--- config.mk ---
export PLATFORM = sky130hd
export DESIGN_NAME = spi_sram_slave
export DESIGN_NICKNAME = d
export VERILOG_FILES = /design/src/rtl/spi_sram_pkg.sv /design/src/rtl/spi_sram_pin_sync.sv /design/src/rtl/spi_sram_frame.sv /design/src/rtl/spi_sram_so_drive.sv /design/src/rtl/spi_sram_slave.sv
export SDC_FILE = /design/constraint.sdc
export NUM_CORES = 1
export LEC_CHECK = 0
export BUFFER_PORTS_ARGS = -buffer_cell sky130_fd_sc_hd__buf_2
export CAP_MARGIN = 30
export CORE_MARGIN = 2
export CORE_UTILIZATION = 47
export DETAILED_ROUTE_END_ITERATION = 6
export PLACE_DENSITY = 0.66
export SKIP_LAST_GASP = 1
export SYNTH_ARGS = -nofsm -noshare
export SYNTH_HDL_FRONTEND = slang
export SYNTH_HIERARCHICAL = 1
export SYNTH_SLANG_ARGS = --single-unit
--- constraint.sdc ---
create_clock -name clk -period 6.1 [get_ports clk]
set_clock_uncertainty 0.15 [all_clocks]
set_input_delay 0.61 -clock clk [delete_from_list [all_inputs] [get_ports clk]]
set_output_delay 0.61 -clock clk [all_outputs]
set_load 0.03 [all_outputs]
--- src/rtl/spi_sram_pkg.sv ---
package spi_sram_pkg;
  localparam int BYTE_W = 8;
  localparam logic [BYTE_W-1:0] CMD_RD = 8'h03;
  localparam logic [BYTE_W-1:0] CMD_WR = 8'h02;

  typedef enum logic [2:0] {
    ST_CMD,
    ST_ADR,
    ST_WR,
    ST_RD,
    ST_SKIP
  } frame_st_e;
endpackage

--- src/rtl/spi_sram_pin_sync.sv ---
module spi_sram_pin_sync #(
  parameter int W = 4,
  parameter int STAGES = 2,
  parameter logic [W-1:0] RST_VAL = '0
) (
  input  logic         clk,
  input  logic         rst_n,
  input  logic [W-1:0] d,
  output logic [W-1:0] q
);
  logic [STAGES-1:0][W-1:0] chain_q;

  generate
    if (STAGES == 1) begin : g_one
      always_ff @(posedge clk or negedge rst_n) begin
        if (!rst_n) chain_q <= RST_VAL;
        else        chain_q <= d;
      end
    end else begin : g_many
      always_ff @(posedge clk or negedge rst_n) begin
        if (!rst_n) chain_q <= {STAGES{RST_VAL}};
        else        chain_q <= {chain_q[STAGES-2:0], d};
      end
    end
  endgenerate

  assign q = chain_q[STAGES-1];
endmodule

--- src/rtl/spi_sram_frame.sv ---
module spi_sram_frame
  import spi_sram_pkg::*;
#(
  parameter int ADDR_W = 13
) (
  input  logic              clk,
  input  logic              rst_n,
  input  logic              cs_s,
  input  logic              rise,
  input  logic              si_s,
  input  logic [BYTE_W-1:0] rd_data,
  output logic [ADDR_W-1:0] mem_addr,
  output logic              mem_we,
  output logic              mem_re,
  output logic [BYTE_W-1:0] mem_wdata,
  output logic              in_read,
  output logic [2:0]        bit_idx,
  output logic [BYTE_W-1:0] rd_buf
);
  localparam int ADR_BYTES = (ADDR_W + BYTE_W - 1) / BYTE_W;
  localparam int IDX_W     = (ADR_BYTES > 1) ? $clog2(ADR_BYTES) : 1;
  localparam logic [IDX_W-1:0] IDX_LAST = IDX_W'(ADR_BYTES - 1);

  frame_st_e         st_q, st_n;
  logic [2:0]        bit_q, bit_n;
  logic [6:0]        sh_q, sh_n;
  logic [ADDR_W-1:0] adr_q, adr_n, maddr_q, maddr_n, adr_full;
  logic [IDX_W-1:0]  idx_q, idx_n;
  logic              rd_q, rd_n, we_q, we_n, re_q, re_n, re_d_q;
  logic [BYTE_W-1:0] wdat_q, wdat_n, buf_q, buf_n, byte_in;

  assign byte_in  = {sh_q, si_s};
  assign adr_full = ADDR_W'({adr_q, byte_in});

  always_comb begin
    st_n = st_q; bit_n = bit_q; sh_n = sh_q; adr_n = adr_q; idx_n = idx_q;
    rd_n = rd_q; maddr_n = maddr_q; wdat_n = wdat_q;
    we_n = 1'b0; re_n = 1'b0;
    buf_n = re_d_q ? rd_data : buf_q;
    if (cs_s) begin
      st_n = ST_CMD; bit_n = '0; idx_n = '0;
    end else if (rise) begin
      sh_n  = byte_in[6:0];
      bit_n = bit_q + 3'd1;
      if (bit_q == 3'd7) begin
        unique case (st_q)
          ST_CMD: begin
            idx_n = '0;
            if (byte_in == CMD_RD)      begin rd_n = 1'b1; st_n = ST_ADR; end
            else if (byte_in == CMD_WR) begin rd_n = 1'b0; st_n = ST_ADR; end
            else                        st_n = ST_SKIP;
          end
          ST_ADR: begin
            adr_n = adr_full;
            if (idx_q == IDX_LAST) begin
              if (rd_q) begin
                re_n = 1'b1; maddr_n = adr_full;
                adr_n = adr_full + ADDR_W'(1); st_n = ST_RD;
              end else begin
                st_n = ST_WR;
              end
            end else begin
              idx_n = idx_q + IDX_W'(1);
            end
          end
          ST_WR: begin
            we_n = 1'b1; maddr_n = adr_q; wdat_n = byte_in;
            adr_n = adr_q + ADDR_W'(1);
          end
          ST_RD: begin
            re_n = 1'b1; maddr_n = adr_q;
            adr_n = adr_q + ADDR_W'(1);
          end
          default: ;
        endcase
      end
    end
  end

  always_ff @(posedge clk or negedge rst_n) begin
    if (!rst_n) begin
      st_q <= ST_CMD; bit_q <= '0; sh_q <= '0; adr_q <= '0; idx_q <= '0;
      rd_q <= 1'b0; maddr_q <= '0; wdat_q <= '0; we_q <= 1'b0;
      re_q <= 1'b0; re_d_q <= 1'b0; buf_q <= '0;
    end else begin
      st_q <= st_n; bit_q <= bit_n; sh_q <= sh_n; adr_q <= adr_n; idx_q <= idx_n;
      rd_q <= rd_n; maddr_q <= maddr_n; wdat_q <= wdat_n; we_q <= we_n;
      re_q <= re_n; re_d_q <= re_q; buf_q <= buf_n;
    end
  end

  assign mem_addr  = maddr_q;
  assign mem_we    = we_q;
  assign mem_re    = re_q;
  assign mem_wdata = wdat_q;
  assign in_read   = (st_q == ST_RD);
  assign bit_idx   = bit_q;
  assign rd_buf    = buf_q;


  we_pulse_chk: assert property (@(posedge clk) disable iff (!rst_n) we_q |=> !we_q);

  port_excl_chk: assert property (@(posedge clk) disable iff (!rst_n) !(we_q && re_q));

  skip_quiet_chk: assert property (@(posedge clk) disable iff (!rst_n)
    (st_q == ST_SKIP) |-> (!we_q && !re_q));
endmodule

--- src/rtl/spi_sram_so_drive.sv ---
module spi_sram_so_drive
  import spi_sram_pkg::*;
(
  input  logic              clk,
  input  logic              rst_n,
  input  logic              fall,
  input  logic              active,
  input  logic              cs_s,
  input  logic              in_read,
  input  logic [2:0]        bit_idx,
  input  logic [BYTE_W-1:0] rd_buf,
  output logic              so,
  output logic              so_oe
);
  logic so_q, so_n, live_q, live_n;

  always_comb begin
    so_n = so_q; live_n = live_q;
    if (cs_s) begin
      live_n = 1'b0;
    end else if (fall && in_read) begin
      so_n   = rd_buf[~bit_idx];
      live_n = 1'b1;
    end
  end

  always_ff @(posedge clk or negedge rst_n) begin
    if (!rst_n) begin
      so_q <= 1'b0; live_q <= 1'b0;
    end else begin
      so_q <= so_n; live_q <= live_n;
    end
  end

  assign so    = so_q;
  assign so_oe = live_q & active;


  cs_release_chk: assert property (@(posedge clk) disable iff (!rst_n) cs_s |=> !live_q);
endmodule

--- src/rtl/spi_sram_slave.sv ---
module spi_sram_slave
  import spi_sram_pkg::*;
#(
  parameter int ADDR_W = 13,
  parameter int SYNC_STAGES = 2
) (
  input  logic              clk,
  input  logic              rst_n,
  input  logic              pwr_ok,
  input  logic              cs_n,
  input  logic              sck,
  input  logic              si,
  input  logic              hold_n,
  output logic              so,
  output logic              so_oe,
  output logic [ADDR_W-1:0] mem_addr,
  output logic              mem_we,
  output logic              mem_re,
  output logic [BYTE_W-1:0] mem_wdata,
  input  logic [BYTE_W-1:0] mem_rdata
);
  logic cs_s, sck_s, si_s, hold_s, sck_d;
  logic active, rise, fall, in_read;
  logic [2:0]        bit_idx;
  logic [BYTE_W-1:0] rd_buf;

  spi_sram_pin_sync #(.W(4), .STAGES(SYNC_STAGES), .RST_VAL(4'b1001)) u_sync (
    .clk(clk), .rst_n(rst_n),
    .d({cs_n, sck, si, hold_n}),
    .q({cs_s, sck_s, si_s, hold_s})
  );

  always_ff @(posedge clk or negedge rst_n) begin
    if (!rst_n) sck_d <= 1'b0;
    else        sck_d <= sck_s;
  end

  assign active = !cs_s && hold_s && pwr_ok;
  assign rise   = active && sck_s && !sck_d;
  assign fall   = active && !sck_s && sck_d;

  spi_sram_frame #(.ADDR_W(ADDR_W)) u_frame (
    .clk(clk), .rst_n(rst_n), .cs_s(cs_s), .rise(rise), .si_s(si_s),
    .rd_data(mem_rdata), .mem_addr(mem_addr), .mem_we(mem_we), .mem_re(mem_re),
    .mem_wdata(mem_wdata), .in_read(in_read), .bit_idx(bit_idx), .rd_buf(rd_buf)
  );

  spi_sram_so_drive u_so (
    .clk(clk), .rst_n(rst_n), .fall(fall), .active(active), .cs_s(cs_s),
    .in_read(in_read), .bit_idx(bit_idx), .rd_buf(rd_buf), .so(so), .so_oe(so_oe)
  );


  hold_freeze_chk: assert property (@(posedge clk) disable iff (!rst_n)
    (!hold_s && !cs_s) |=> $stable(bit_idx));

  so_phase_chk: assert property (@(posedge clk) disable iff (!rst_n) so_oe |-> in_read);

  ready_quiet_chk: assert property (@(posedge clk) disable iff (!rst_n)
    !pwr_ok |=> (!mem_we && !mem_re));
endmodule

== Word level (Yosys, flattened, before mapping) ==
Cells that the tools add are included.
Widths: inputs -> output; s select.

* Add/sub/neg operators: 4
* Multipliers: 0
* Divide/modulo/power cells: 0
* Order comparisons: 1
* Eq/ne operators: 9
* Shifts and indexed selects: 0
* Muxes and demuxes: 37
* Bitwise gates (word level): 3
* Reduce and logical (&&, ||, !) cells: 26

{| class="wikitable"
|+ Operator list
! operator !! count
|-
| $mux 13 || 4
|-
| $pmux 13 s2 || 2
|-
| $add 13x1->13 const B || 2
|-
| $mux 3 || 8
|-
| $mux 1 || 19
|-
| $eq 8x2->1 const B || 2
|-
| $reduce_and 4->1 || 3
|-
| $reduce_bool 2->1 || 5
|-
| $logic_and 1x1->1 || 7
|-
| $eq 3x2->1 const B || 2
|-
| $pmux 3 s2 || 1
|-
| $reduce_and 6->1 || 1
|-
| $reduce_and 5->1 || 1
|-
| $lt 3x4->1 const B || 1
|-
| $ne 2x1->1 const B || 2
|-
| $pmux 1 s2 || 2
|-
| $reduce_and 2->1 || 2
|-
| $add 3x1->3 const B || 1
|-
| $bmux 1 s3 || 1
|-
| $eq 3x1->1 const B || 1
|-
| $eq 3x3->1 const B || 1
|-
| $logic_not 1->1 || 3
|-
| $logic_not 3->1 || 1
|-
| $ne 3x2->1 const B || 1
|-
| other kinds (7) || 7
|}

* Register bits after elaboration: 71
* Latch bits: 0
* Bits in writable memories: 0
* ROM bits: 0
* Input bits: 15
* Output and inout port bits: 25
* Logic and storage cells: 97
* Memories: 0

== Depth between registers and ports, before layout ==
Gate-level depths: netlist (run 1).

* Depth in word-level cells: 8
* Mapped depth: 10
* Gate-level depth less buffers: 6

== By module ==
Netlist (run 1), hierarchy kept.

{| class="wikitable"
|+ By module, submodules not included
! module !! times used !! cells each !! area each (um2) !! seq. area each (um2)
|-
| spi_sram_frame || 1 || 302 || 3,089.2 || 1,501.4
|-
| spi_sram_pin_sync || 1 || 12 || 235.2 || 205.2
|-
| spi_sram_so_drive || 1 || 14 || 148.9 || 50.0
|-
| spi_sram_slave || 1 || 5 || 73.8 || 25.0
|}

== Least setup slack after synthesis (run 1) ==
No wires, ideal clock.

* Kind: in2reg
* Start: in pwr_ok
* End: reg u_frame.wdat_q[0], in the netlist u_frame/mem_wdata[0]
* Setup time: 0.125 ns
* Arrival time: 1.971 ns
* Required time: 5.825 ns
* Setup slack: 3.855 ns
* Stages: 7
* Buffers on the path: 1
* Cells stage by stage: nand3b_4 -> nor3b_2 -> buf_2 -> and4bb_1 -> o21ai_2 -> nor3_4 -> mux2_2

* Longest elaborated chain between the ends: 4

{| class="wikitable"
|+ Ends and longest elaborated chain
! item !! line !! RTL
|-
| start, declared || spi_sram_slave.sv:9 || <nowiki>input logic pwr_ok,</nowiki>
|-
| $logic_and 1x1->1 || spi_sram_slave.sv:38 || <nowiki>assign active = !cs_s && hold_s && pwr_ok;</nowiki>
|-
| $logic_and 1x1->1 (2 in series) || spi_sram_slave.sv:39 || <nowiki>assign rise = active && sck_s && !sck_d;</nowiki>
|-
| named net rise || spi_sram_slave.sv:23 || <nowiki>logic active, rise, fall, in_read;</nowiki>
|-
| $reduce_and 4->1 (no line) || -- ||
|-
| end signal, assigned || spi_sram_frame.sv:87 || <nowiki>rd_q <= rd_n; maddr_q <= maddr_n; wdat_q <= wdat_n; we_q <= we_n;</nowiki>
|-
| end, declared || spi_sram_frame.sv:30 || <nowiki>logic [BYTE_W-1:0] wdat_q, wdat_n, buf_q, buf_n, byte_in;</nowiki>
|}

The timed path passes the listed nets, and every way through them passes these cells.
A chain may end at the register's enable or synchronous reset.

== Worst setup path in the final report (run 1) ==
* Start: reg u_sync.chain_q (netlist bit u_sync/q[0])
* End: reg u_frame.wdat_q[2], in the netlist u_frame/mem_wdata[2]

* Longest elaborated chain between the ends: 5

{| class="wikitable"
|+ Ends and longest elaborated chain
! item !! line !! RTL
|-
| start, declared || spi_sram_pin_sync.sv:11 || <nowiki>logic [STAGES-1:0][W-1:0] chain_q;</nowiki>
|-
| start signal, assigned || spi_sram_pin_sync.sv:21 || <nowiki>if (!rst_n) chain_q <= {STAGES{RST_VAL}};</nowiki>
|-
| start signal, assigned || spi_sram_pin_sync.sv:22 || <nowiki>else chain_q <= {chain_q[STAGES-2:0], d};</nowiki>
|-
| $logic_and 1x1->1 (2 in series) || spi_sram_slave.sv:38 ||
|-
| $logic_and 1x1->1 (2 in series) || spi_sram_slave.sv:39 ||
|-
| named net rise || spi_sram_slave.sv:23 ||
|-
| $reduce_and 4->1 (no line) || -- ||
|}

The timed path passes the listed nets, and every way through them passes these cells.

==> metrics.yaml, run 1 <==
outcome:
  status: "finished clean"
logic_synthesis:
  synth_edf_count: 0
  syn_inst: 333
  synth_top_area_frac: 0.473
  syn_area_per_cell_um2: 10.7
  ys.flop_type: "dfrtp_1"
  yosys-top-cells-count: "dfrtp_1 (67), nand2_1 (28), mux2_2 (23), o21ai_0 (23), nor2_1 (18)"
  post_synth_num_cell_types: 48
  synth-seq-area-share: 0.502
  synthTopCellsByArea: "dfrtp_1 (47%), mux2_2 (7.3%), mux2i_1 (4.8%), o21ai_0 (3.2%), dfstp_2 (3.0%)"
  synth-warning-count: 6
  yosys.area.top_type: "dfrtp_1"
  ys_async_sr_fraction: 1.00
  synth.most_common_cell: "dfrtp_1"
  yosys_register_bits: 71
  syn_area_mm2: 0.00355
  syn_nets: 353
final_layout:
  drive_gt1_frac: 0.251
  diodes: 0
  final_nets: 377
  stdcell_count: 461
  fillers: 663
  utilization: 0.539
  area_growth_pct: 10.8
  postLayoutCellArea_mm2: 0.00393
  multi_input_area_mm2: 0.00157
  regArea_mm2: 0.00178
sta:
  setup_viol: 0
  relSlewSlack: 0.373
  setup_slack_ns: 3.33
  timing.final.crit_share: 0.454
  period_minus_slack_ns: 2.77
  fmax_mhz: 361
  whs_ns: 0.195
  setup_tns_ns: 0
  tightest_slew_ns: 0.940
  finalMaxSlewViolations: 0
  hold_viol: 0
  rsz0062_at_grt: "no"
setup_path:
  crit_family: "simple AND/OR/NAND/NOR gates"
  crit_chain: "nand3b_4 > nor3b_2 > and4bb_1 > o21ai_2 > nor3_4 > mux2_2"
  critPathMaxFanout: 22
  critPathCaptureType: "flip-flop"
  crit_type: "flip-flop to flip-flop"
  path_buf_inv: 0
  max_stage_delay_ns: 0.54
  ff2ff_setup_slack_ns: 3.33
  start_kind: "flip-flop"
  crit_slowest_cell: "dfstp_2"
  arrival_ns: 2.85
  crit_required_ns: 6.18
clock_network:
  cts_tree: "done"
  cts_buffers: 9
  clock_latency_ns: 0.35
  clk_pin_slew_ns: 0.07
  postCtsHoldBufs: 0
  clock_path_buffers: 2
  cts.sinks: 71
  post-cts-setup-buffers: 0
  htreeDepth: 3
  cts-root-buf: "clkbuf_8"
  cts_resized: 0
global_routing:
  antenna_found_initial: 0
  grt-ovfl-total: 0
  grt_pass1_vias: 2511
  grt_first_pass_wirelength_mm: 12.8
  grtUsageTotal: 0.193
  grt_max_degree: 72
floorplanning:
  start_util: 0.486
  rows: 31
  die_w_um: 90.9
  die_area_mm2: 0.00826
  fp.dieH_um: 90.9
  core_mm2: 0.00729
  io_pins: 40
power_and_ir_drop:
  power.leakage_nw: 1.77
  power.density_mw_per_mm2: 235
  ir_drop_uv: 118
  p_total_mw: 0.924
detailed_routing:
  drc: 0
  routed-via-count: 2605
  wire_per_inst_um: 16.0
  drt_pass1_iterations: 4
  first_iter_violations: 189
  drtAntennaViolNets: 0
  wirelength_mm: 7.40
  viasPerCell: 5.65
place:
  portBuffers: 39
  dp_hpwl_mm: 5.00
  post-place-cells: 445
  dpl-instance-area_mm2: 0.00373
  gp_congestion: 0.891
  place_ws_ns: 3.15
hold_path:
  hold_path_class: "flip-flop to flip-flop"
flow_run:
  drv_cap: 0
## worst register-to-register path, cell delays in order (launching register included)
cell and delay (ns):
dfstp_2 0.54, nand3b_4 0.09, nor3b_2 0.45, and4bb_1 0.31
o21ai_2 0.27, nor3_4 0.46, mux2_2 0.39
## sequential cells by signal, indices dropped and copies added (netlist names)
signal / count
u_frame/mem_re: 1
u_frame/mem_we: 1
u_so/live_q: 1
u_frame/sh_q: 7
u_frame/mem_addr: 13
u_frame/idx_q: 1
u_sync/q: 4
u_sync/chain_q: 4
u_frame/rd_buf: 8
u_frame/adr_q: 13
u_frame/rd_q: 1
u_so/so: 1
u_frame/st_q: 3
u_frame/mem_wdata: 8
sck_d: 1
u_frame/re_d_q: 1
u_frame/bit_idx: 3
## path summary, 6_finish.rpt
kind / from / end / depth (start not counted)
worst min register to register: u_sync/chain_q[1]$_DFF_PN0_ / u_sync/q[1]$_DFF_PN0_ / 0
worst max-delay path: u_sync/q[0]$_DFF_PN1_ / u_frame/mem_wdata[2]$_DFFE_PN0P_ / 6
max in group asynchronous: rst_n / u_frame/sh_q[3]$_DFFE_PN0P_ / 2
worst min-delay path: u_sync/chain_q[1]$_DFF_PN0_ / u_sync/q[1]$_DFF_PN0_ / 0
worst max register to register: u_sync/q[0]$_DFF_PN1_ / u_frame/mem_wdata[2]$_DFFE_PN0P_ / 6
min in group asynchronous: rst_n / u_frame/rd_buf[7]$_DFFE_PN0P_ / 2
## area by class of cell
type / count / area share
well taps: 99 / 0.0315
clock inverters: 5 / 0.0146
multi-input cells: 223 / 0.398
repair buffers: 43 / 0.0573
inverters: 9 / 0.00860
clock buffers: 11 / 0.0360
flip-flops and latches: 71 / 0.454
## kinds of logic (layout without fill, tap and decap cells)
| logic type | Yosys count | after routing | synth area share |
|---|---|---|---|
| AOI/OAI and AO/OA | 62 | 62 | 0.107 |
| xor gates and xnor gates | 12 | 12 | 0.0296 |
| adders and majority gates | 5 | 5 | 0.0176 |
| buffers and inverters | 39 | 68 | 0.0564 |
| DFF | 71 | 71 | 0.502 |
| muxes | 41 | 41 | 0.127 |
| and+or+nand+nor | 103 | 103 | 0.159 |
## layer usage
layer / track usage / vias to the layer above / part of all wire
met5: 0 / - / 0
met4: 0.0871 / 0 / 0.026
met3: 0.0359 / 17 / 0.041
met2: 0.282 / 60 / 0.47
met1: 0.280 / 1287 / 0.47
li1: - / 1241 / -
## layout by cell type (no fill, tap or decap), drive strengths merged, types with 3 or more instances in the layout
cell,netlist,routed
mux2i,17,17
dfstp,4,4
nand3,8,8
nor4,10,10
xnor2,11,11
a211oi,4,4
nand2b,3,3
nor2,18,18
clkinv,0,4
a21o,3,3
o21ai,26,26
ha,5,5
and3,6,6
a21oi,14,14
nand4,4,4
o221ai,4,4
or4,3,3
mux2,23,23
nor3,10,10
dfrtp,67,67
nand2,28,28
buf,23,43
inv,9,9
clkbuf,7,11
## power breakdown
part / leakage [nW] / switching (mW) / internal, mW / total (mW)
clock: 0.103 / 0.175 / 0.200 / 0.375
sequential: 0.956 / 0.0220 / 0.482 / 0.504
combinational: 0.711 / 0.0234 / 0.0211 / 0.0445
Power figures use the tool's default switching activity.
==> run 2, diff against run 1 <==
==> constraint.sdc (replaced) <==
create_clock -name clk -period 2.8 [get_ports clk]
set_clock_uncertainty 0.15 [all_clocks]
set_input_delay 0.28 -clock clk [delete_from_list [all_inputs] [get_ports clk]]
set_output_delay 0.28 -clock clk [all_outputs]
set_load 0.03 [all_outputs]
==> run 2 against run 1 <==
Against the previous run:
- setup slack lost 2.9 ns
- global-route usage is essentially flat
- fmax is 17% higher
- sequential power rose by 120%
- total power rose by 140%
- sequential share of layout area is 1.5 points lower
- clock power rose to 2.6 times the previous value
- critical path depth did not move
- highest routed layer unchanged
- flip-flop and latch count is the same
- core utilization rose by 1.8 points
- non-clock buffer count increased by 9
- largest power group unchanged
- critical path type unchanged
- die area unchanged
==> metrics.yaml, run 2 (synthesized netlist as in run 1, its figures left out) <==
final_layout:
  regArea_mm2: 0.00178
  stdcell_count: 470
  multi_input_area_mm2: 0.00157
  area_growth_pct: 14.4
  final_common_cell: "dfrtp_1"
  diodes: 0
  final_nets: 386
  drive_gt1_frac: 0.256
  fillers: 675
  mostFrequentLayoutCells: "dfrtp_1 (67), buf_2 (39), nand2_1 (28), mux2_2 (23), o21ai_0 (23)"
global_routing:
  grtUsageTotal: 0.193
  grt-ovfl-total: 0
  grt_max_degree: 43
  grt_pass1_vias: 2505
  antenna_found_initial: 0
  grt_first_pass_wirelength_mm: 12.6
detailed_routing:
  drt_pass1_iterations: 5
  drtAntennaViolNets: 0
  viasPerCell: 5.48
  wirelength_mm: 7.39
  first_iter_violations: 145
  wire_per_inst_um: 15.7
  routed-via-count: 2575
  drc: 0
setup_path:
  crit_type: "flip-flop to flip-flop"
  critPathMaxFanout: 9
  critPathCaptureType: "flip-flop"
  arrival_ns: 2.44
  critical_path.endpoint: "u_frame/mem_wdata[2]$_DFFE_PN0P_"
  reg2reg_depth: 6
  start_kind: "flip-flop"
  worstSetupStartpoint: "u_frame/bit_idx[0]$_DFFE_PN0N_"
  crit_required_ns: 2.88
  ff2ff_setup_slack_ns: 0.44
  regToRegEndpoint: "u_frame/mem_wdata[2]$_DFFE_PN0P_"
  timing.rr.start: "u_frame/bit_idx[0]$_DFFE_PN0N_"
clock_network:
  cts-root-buf: "clkbuf_8"
  cts_buffers: 9
  post-cts-setup-buffers: 0
  clock_latency_ns: 0.34
  cts.sinks: 71
  clk_pin_slew_ns: 0.07
  htreeDepth: 3
  clock_path_buffers: 2
  cts_tree: "done"
flow_run:
  drv_cap: 0
place:
  post-place-cells: 449
  dp_hpwl_mm: 5.19
  gp_congestion: 0.911
  portBuffers: 39
hold_path:
  hold_path_class: "primary input to flip-flop"
  holdCritStartpoint: "mem_rdata[0]"
sta:
  setup_viol: 0
  finalMaxSlewViolations: 0
  timing.final.crit_share: 0.843
  period_minus_slack_ns: 2.36
  tightest_slew_ns: 0.697
  whs_ns: 0.0202
  relSlewSlack: 0.532
  setup_tns_ns: 0
  rsz0062_at_grt: "no"
  hold_viol: 0
  fmax_mhz: 423
power_and_ir_drop:
  ir_drop_uv: 378
  p_total_mw: 2.17
  power.leakage_nw: 1.83
  power.density_mw_per_mm2: 535
floorplanning:
  die_w_um: 90.9
  start_util: 0.486
  core_mm2: 0.00729
  fp.dieH_um: 90.9
  io_pins: 40
  rows: 31
  die_area_mm2: 0.00826
outcome:
  status: "finished clean"
-- run 2: cell types whose count changed in the layout (fill, tap and decap cells not counted) --
cell           delta
buf_4             +3
bufinv_16         +2
clkbuf_8          -1
dlygate4sd3_1     +5
buf_12            +1
clkinv_4          -1
-- run 2: worst min path at each step --
stage | cells past startpoint | slack [ns] | to
6_report | 2 | 0.02 | u_frame/rd_buf[0]$_DFFE_PN0P_
5_1_grt | 2 | 0.01 | u_frame/rd_buf[3]$_DFFE_PN0P_
4_1_cts | 2 | 0.006 | u_frame/rd_buf[3]$_DFFE_PN0P_
3_5_place_dp | 0 | 0.18 | u_sync/q[1]$_DFF_PN0_
3_3_place_gp | 0 | 0.18 | u_sync/q[2]$_DFF_PN0_
2_1_floorplan | 0 | -0.17 | sck_d$_DFF_PN0_
-- run 2: per-layer routing --
layer,global-route usage,share of wire
met5,0,0
met4,0.0644,0.012
met3,0.0417,0.042
met2,0.293,0.47
met1,0.277,0.48
-- run 2: final cells by class --
cell class	instances	area share
sequential	71	0.439
multi-input combinational	223	0.386
timing repair buffer	52	0.0783
clock buffer	10	0.0314
tap	99	0.0305
clock inverter	6	0.0268
inverter	9	0.00832
-- run 2: worst max-delay path: stages, from the launching register on --
cell      delay [ns]
dfrtp_1         0.52
ha_1            0.21
ha_1            0.20
and4bb_1        0.25
o21ai_2         0.15
nor3_4          0.39
mux2_2          0.39
-- run 2: power breakdown --
part | internal [mW] | switching (mW) | total, mW
registers | 1.05 | 0.0481 | 1.10
logic | 0.0531 | 0.0536 | 0.107
clock network | 0.590 | 0.377 | 0.968
total | 1.69 | 0.479 | 2.17
-- run 2: stage by stage --
step	instance area, um^2	worst slack, ns	util
2_1_floorplan	3550	0.567	-
3_3_place_gp	3770	0.492	0.517
3_5_place_dp	3770	0.438	0.517
4_1_cts	4060	0.420	0.557
5_1_grt	4060	0.209	0.557
6_report	4060	0.439	0.557
-- run 2: timing repair --
item | CTS | global route
gates resized for setup | 0 | 0
hold buffers | 5 | 0
setup endpoints to repair | 0 | 0
endpoints found under the hold margin | 33 | 0
